<file path="src/rtl/i2c_am_pkg.sv">
package i2c_am_pkg;
   typedef enum logic [1:0] {
      AM_IDLE  = 2'd0,
      AM_ARMED = 2'd1,
      AM_HELD  = 2'd2
   } am_state_t;
endpackage

</file>
<file path="src/rtl/i2c_am_cmp.sv">
module i2c_am_cmp #(
   parameter int ADDR_W    = 7,
   parameter bit GC_ENABLE = 1'b1
) (
   input  logic [ADDR_W:0]   addr_byte,
   input  logic [ADDR_W-1:0] own_addr,
   input  logic              gc_en,
   output logic              own_hit,
   output logic              gc_hit
);
   localparam int BYTE_W = ADDR_W + 1;

   assign own_hit = (addr_byte[ADDR_W:1] == own_addr);

   generate
      if (GC_ENABLE) begin : g_gc
         // all-zero address with the write direction only
         assign gc_hit = gc_en && (addr_byte == {BYTE_W{1'b0}});
      end else begin : g_no_gc
         logic gc_en_unused;
         assign gc_en_unused = gc_en;
         assign gc_hit       = 1'b0;
      end
   endgenerate
endmodule

</file>
<file path="src/rtl/i2c_am_ctrl.sv">
module i2c_am_ctrl
   import i2c_am_pkg::*;
(
   input  logic clk,
   input  logic rst_n,
   input  logic start_det,
   input  logic byte_vld,
   input  logic rw_bit,
   input  logic own_hit,
   input  logic gc_hit_in,
   input  logic ack_en,
   input  logic sleep_mode,
   input  logic other_wake,
   output logic addr_hit,
   output logic gc_hit,
   output logic rw_dir,
   output logic ack_out,
   output logic wake_req
);
   am_state_t state;
   logic      any_hit;
   logic      abort;

   assign any_hit = own_hit | gc_hit_in;
   assign abort   = sleep_mode & other_wake;

   always_ff @(posedge clk) begin
      if (!rst_n) begin
         state    <= AM_IDLE;
         addr_hit <= 1'b0;
         gc_hit   <= 1'b0;
         rw_dir   <= 1'b0;
         ack_out  <= 1'b0;
         wake_req <= 1'b0;
      end else if (abort) begin
         state    <= AM_IDLE;
         addr_hit <= 1'b0;
         gc_hit   <= 1'b0;
         rw_dir   <= 1'b0;
         ack_out  <= 1'b0;
         wake_req <= 1'b0;
      end else if (start_det) begin
         state    <= AM_ARMED;
         addr_hit <= 1'b0;
         gc_hit   <= 1'b0;
         rw_dir   <= 1'b0;
         ack_out  <= 1'b0;
         wake_req <= 1'b0;
      end else begin
         case (state)
            AM_ARMED: begin
               if (byte_vld) begin
                  addr_hit <= any_hit;
                  gc_hit   <= gc_hit_in;
                  rw_dir   <= any_hit & rw_bit;
                  ack_out  <= any_hit & ack_en;
                  wake_req <= any_hit & ack_en & sleep_mode;
                  state    <= (any_hit && ack_en) ? AM_HELD : AM_IDLE;
               end
            end
            AM_HELD: wake_req <= wake_req & sleep_mode;
            default: state <= AM_IDLE;
         endcase
      end
   end


   ack_needs_hit_chk: assert property (@(posedge clk) disable iff (!rst_n)
      ack_out |-> addr_hit);


   gc_write_only_chk: assert property (@(posedge clk) disable iff (!rst_n)
      gc_hit |-> (addr_hit && !rw_dir));


   wake_in_sleep_chk: assert property (@(posedge clk) disable iff (!rst_n)
      wake_req |-> ($past(sleep_mode) && ack_out));


   start_clears_chk: assert property (@(posedge clk) disable iff (!rst_n)
      (start_det && !abort) |=> (!addr_hit && !gc_hit && !ack_out && !wake_req && !rw_dir));


   abort_clears_chk: assert property (@(posedge clk) disable iff (!rst_n)
      abort |=> (!addr_hit && !gc_hit && !ack_out && !wake_req));


   data_ignored_chk: assert property (@(posedge clk) disable iff (!rst_n)
      (state != AM_ARMED && !start_det && !abort && !sleep_mode)
      |=> ($stable(addr_hit) && $stable(gc_hit) && $stable(rw_dir) && $stable(ack_out)));
endmodule

</file>
<file path="src/rtl/i2c_addr_match.sv">
module i2c_addr_match #(
   parameter int ADDR_W    = 7,
   parameter bit GC_ENABLE = 1'b1
) (
   input  logic              clk,
   input  logic              rst_n,
   input  logic              start_det,
   input  logic              byte_vld,
   input  logic [ADDR_W:0]   byte_data,
   input  logic [ADDR_W-1:0] own_addr,
   input  logic              gc_en,
   input  logic              ack_en,
   input  logic              sleep_mode,
   input  logic              other_wake,
   output logic              addr_hit,
   output logic              gc_hit,
   output logic              rw_dir,
   output logic              ack_out,
   output logic              wake_req
);
   generate
      if (ADDR_W < 1 || ADDR_W > 10) begin : g_bad_width
         $error("i2c_addr_match: ADDR_W must be 1..10");
      end
   endgenerate

   logic own_hit;
   logic gc_raw;

   i2c_am_cmp #(
      .ADDR_W    (ADDR_W),
      .GC_ENABLE (GC_ENABLE)
   ) u_cmp (
      .addr_byte (byte_data),
      .own_addr  (own_addr),
      .gc_en     (gc_en),
      .own_hit   (own_hit),
      .gc_hit    (gc_raw)
   );

   i2c_am_ctrl u_ctrl (
      .clk        (clk),
      .rst_n      (rst_n),
      .start_det  (start_det),
      .byte_vld   (byte_vld),
      .rw_bit     (byte_data[0]),
      .own_hit    (own_hit),
      .gc_hit_in  (gc_raw),
      .ack_en     (ack_en),
      .sleep_mode (sleep_mode),
      .other_wake (other_wake),
      .addr_hit   (addr_hit),
      .gc_hit     (gc_hit),
      .rw_dir     (rw_dir),
      .ack_out    (ack_out),
      .wake_req   (wake_req)
   );
endmodule

</file>
<file path="config.mk">
export PLATFORM = sky130hd
export DESIGN_NAME = i2c_addr_match
export DESIGN_NICKNAME = d
export VERILOG_FILES = /design/src/rtl/i2c_am_pkg.sv /design/src/rtl/i2c_am_cmp.sv /design/src/rtl/i2c_am_ctrl.sv /design/src/rtl/i2c_addr_match.sv
export SDC_FILE = /design/constraint.sdc
export NUM_CORES = 1
export LEC_CHECK = 0
export BUFFER_PORTS_ARGS = -buffer_cell sky130_fd_sc_hd__buf_2
export CAP_MARGIN = 20
export CORE_AREA = 5 5 42 44
export CTS_CLUSTER_DIAMETER = 30
export DETAILED_ROUTE_END_ITERATION = 16
export DIE_AREA = 0 0 47 49
export PLACE_DENSITY = 0.75
export SYNTH_ARGS = -nofsm -noshare
export SYNTH_HDL_FRONTEND = slang
export SYNTH_SLANG_ARGS = --single-unit
</file>
<file path="constraint.sdc">
create_clock -name clk -period 3.4 [get_ports clk]
set_clock_uncertainty 0.05 [all_clocks]
set_input_delay 0.68 -clock clk [delete_from_list [all_inputs] [get_ports clk]]
set_output_delay 0.68 -clock clk [all_outputs]
set_load 0.05 [all_outputs]
</file>
==> impl_metrics.tcl <==
set metrics [dict create \
    min_path_type "reg2reg" \
    first_pass_iters 4 \
    ys_ff_latch 7 \
    routed_via_density 4.94 \
    io_buffer_count 27 \
    ctsHoldBuffers 0 \
    layout_common_cells "27 x buf_2, 7 x dfxtp_1, 4 x xor2_1, 4 x nor2_1" \
    max-clock-path-buffers 2 \
    dp_cells 91 \
    timing.fmax_mhz 618 \
    rows 14 \
    drv_slew 0 \
    cts_buffers 3 \
    critPathMaxFanout 5 \
    path_buf_inv 1 \
    p_per_area_nw_per_um2 320 \
    final_common_cell "buf_2" \
    io_pins 28 \
    area_delta_synth_final_pct 41.7 \
    ys_async_sr_fraction_pct 0 \
    cts_resized 0 \
    max-slew-margin-rel_pct 68.5 \
    drtIter0Drc 3 \
    p_int_uw 147 \
    cts_post_setup_buffers_inserted 0 \
    overflow 0 \
    clk_pin_slew_ns 0.05 \
    drcViolationCount 0 \
    dieHeight_um 49 \
    netlist_area_um2 435 \
    outcome "complete, no violations" \
    arrival_ns 1.73 \
    gp_congestion 0.706 \
    clock_sinks 7 \
    die_w_um 47 \
    post-route-period-util_pct 47.6 \
    pwr-share-seq_pct 42.7 \
    final-seq-area_um2 140 \
    htreeDepth 1 \
    cp_slowest_cell "o41ai_2" \
    multiInputGateArea_um2 284 \
    power_frac_comb_pct 18.1 \
    n_fill_cell 153 \
    nets 103 \
    diodes 0 \
    root_buffer "clkbuf_4" \
    ant_nets 0 \
    avgRoutedWirePerCell_um 10.9 \
    cp-end-kind "flop" \
    setup_tns_ns 0 \
    core-area_um2 1400 \
    grt_start_max_net_pins 8 \
    totalWireLength_mm 1.03 \
    synth-edff-count 0 \
    min_period_ns 1.62 \
    rsz0062_at_grt "no" \
    grt_pass1_wl_mm 1.68 \
    clk_latency_ns 0.25 \
    switching_power_uw 50.7 \
    cp.required_ns 3.51 \
    path_class "in2reg" \
    setup_violations 0 \
    track_usage_pct 10.4 \
    vias 469 \
    hold_violations 0 \
    start_util_pct 31.1 \
    ys_seq_area_share_pct 32.2 \
    syn_inst 48 \
    hpwlAfterDp_um 898 \
    crit_family "simple AND/OR/NAND/NOR gates" \
    syn-num-nets 71 \
    p_clk_share_pct 39.3 \
    swShare_pct 25.7 \
    drive_gt1_share_pct 45.6 \
    tritoncts "yes" \
    grt_pass1_vias 431 \
    cp-start-kind "input pin" \
    die_area_um2 2300 \
    peakVddDrop_mv 0.128 \
    drv_cap 0 \
    ys.flop_type "dfxtp_1" \
    final_cells 95 \
    crit_chain "buf_2 -> xor2_1 -> nor4_2 -> nand4_2 -> o41ai_2" \
    hold_ws_ns 0.399 \
    final_core_util_pct 44.0 \
    syn_avg_cell_area_um2 9.07 \
    tightest_slew_ns 0.467 \
    p_leak_nw 0.301 \
    synth_warnings 0 \
    ys_types 25 \
    max_stage_delay_ns 0.30 \
    antenna_found_initial 0 \
]
==> synthesized netlist by cell type (all sizes together) (2+ instances only) <==
cell	number	area share, %
a21oi	3	3.4
dfxtp	7	32
inv	3	2.6
nand2	2	1.7
nand3	2	2.3
nor2	4	3.4
nor4	3	5.7
o21ai	3	3.4
xnor2	3	6.0
xor2	4	8.0
==> worst paths after layout <==
check	startpoint	end	slack [ns]	cells past startpoint
min	u_ctrl.gc_hit	u_ctrl.gc_hit	0.40	2
max	byte_data[7]	u_ctrl.rw_dir	1.78	5
min reg2reg	u_ctrl.gc_hit	u_ctrl.gc_hit	0.40	2
max reg2reg	u_ctrl.state[1]	u_ctrl.ack_out	2.04	4
==> area by class of cell <==
class | count | area share (%)
timing repair buffer | 27 | 21.9
multi-input combinational | 38 | 46.0
tap | 16 | 3.25
clock buffer | 4 | 4.26
inverter | 3 | 1.83
sequential | 7 | 22.7
==> cells by family after synthesis <==
| logic type | count (synthesis) | share of synthesized area (%) |
|---|---|---|
| buffers and inverters | 3 | 2.59 |
| AO/OA/AOI/OAI | 12 | 20.4 |
| XOR/XNOR | 7 | 14.1 |
| AND/OR/NAND/NOR | 19 | 30.7 |
| flip-flops | 7 | 32.2 |
==> power groups by stage <==
stage / registers (mW) / clock network, mW / logic, mW
6_report: 0.0841 / 0.0774 / 0.0356
5_1_grt: 0.0841 / 0.0852 / 0.0397
4_1_cts: 0.0841 / 0.0807 / 0.0362
3_5_place_dp: 0.0858 / 0 / 0.0361
3_3_place_gp: 0.0858 / 0 / 0.0356
2_1_floorplan: 0.0866 / 0 / 0.0167
==> flip-flops by register name (all words and copies together), names as in the netlist <==
signal           cells
u_ctrl.state         2
u_ctrl.ack_out       1
u_ctrl.addr_hit      1
u_ctrl.gc_hit        1
u_ctrl.rw_dir        1
u_ctrl.wake_req      1
==> metal layers <==
layer	GRT usage, %	vias up	wire [um]
li1	-	238	-
met1	11.4	203	396
met2	14.3	25	461
met3	5.17	3	141
met4	8.29	0	32
met5	0	-	0
==> stage by stage <==
step                      setup slack [ns]  cell area (um2)  power (mW)
after floorplan                       1.71              435       0.103
after global placement                1.56              591       0.121
after detailed placement              1.50              591       0.122
after CTS                             1.78              617       0.201
after global routing                  1.68              617       0.209
final                                 1.78              617       0.197
==> tightest hold or removal path, cell delays in order (launching register included) <==
cell and delay [ns]:
dfxtp_1 0.30, nand2_1 0.05, a21oi_1 0.05
(Power assumes the default switching activity.)
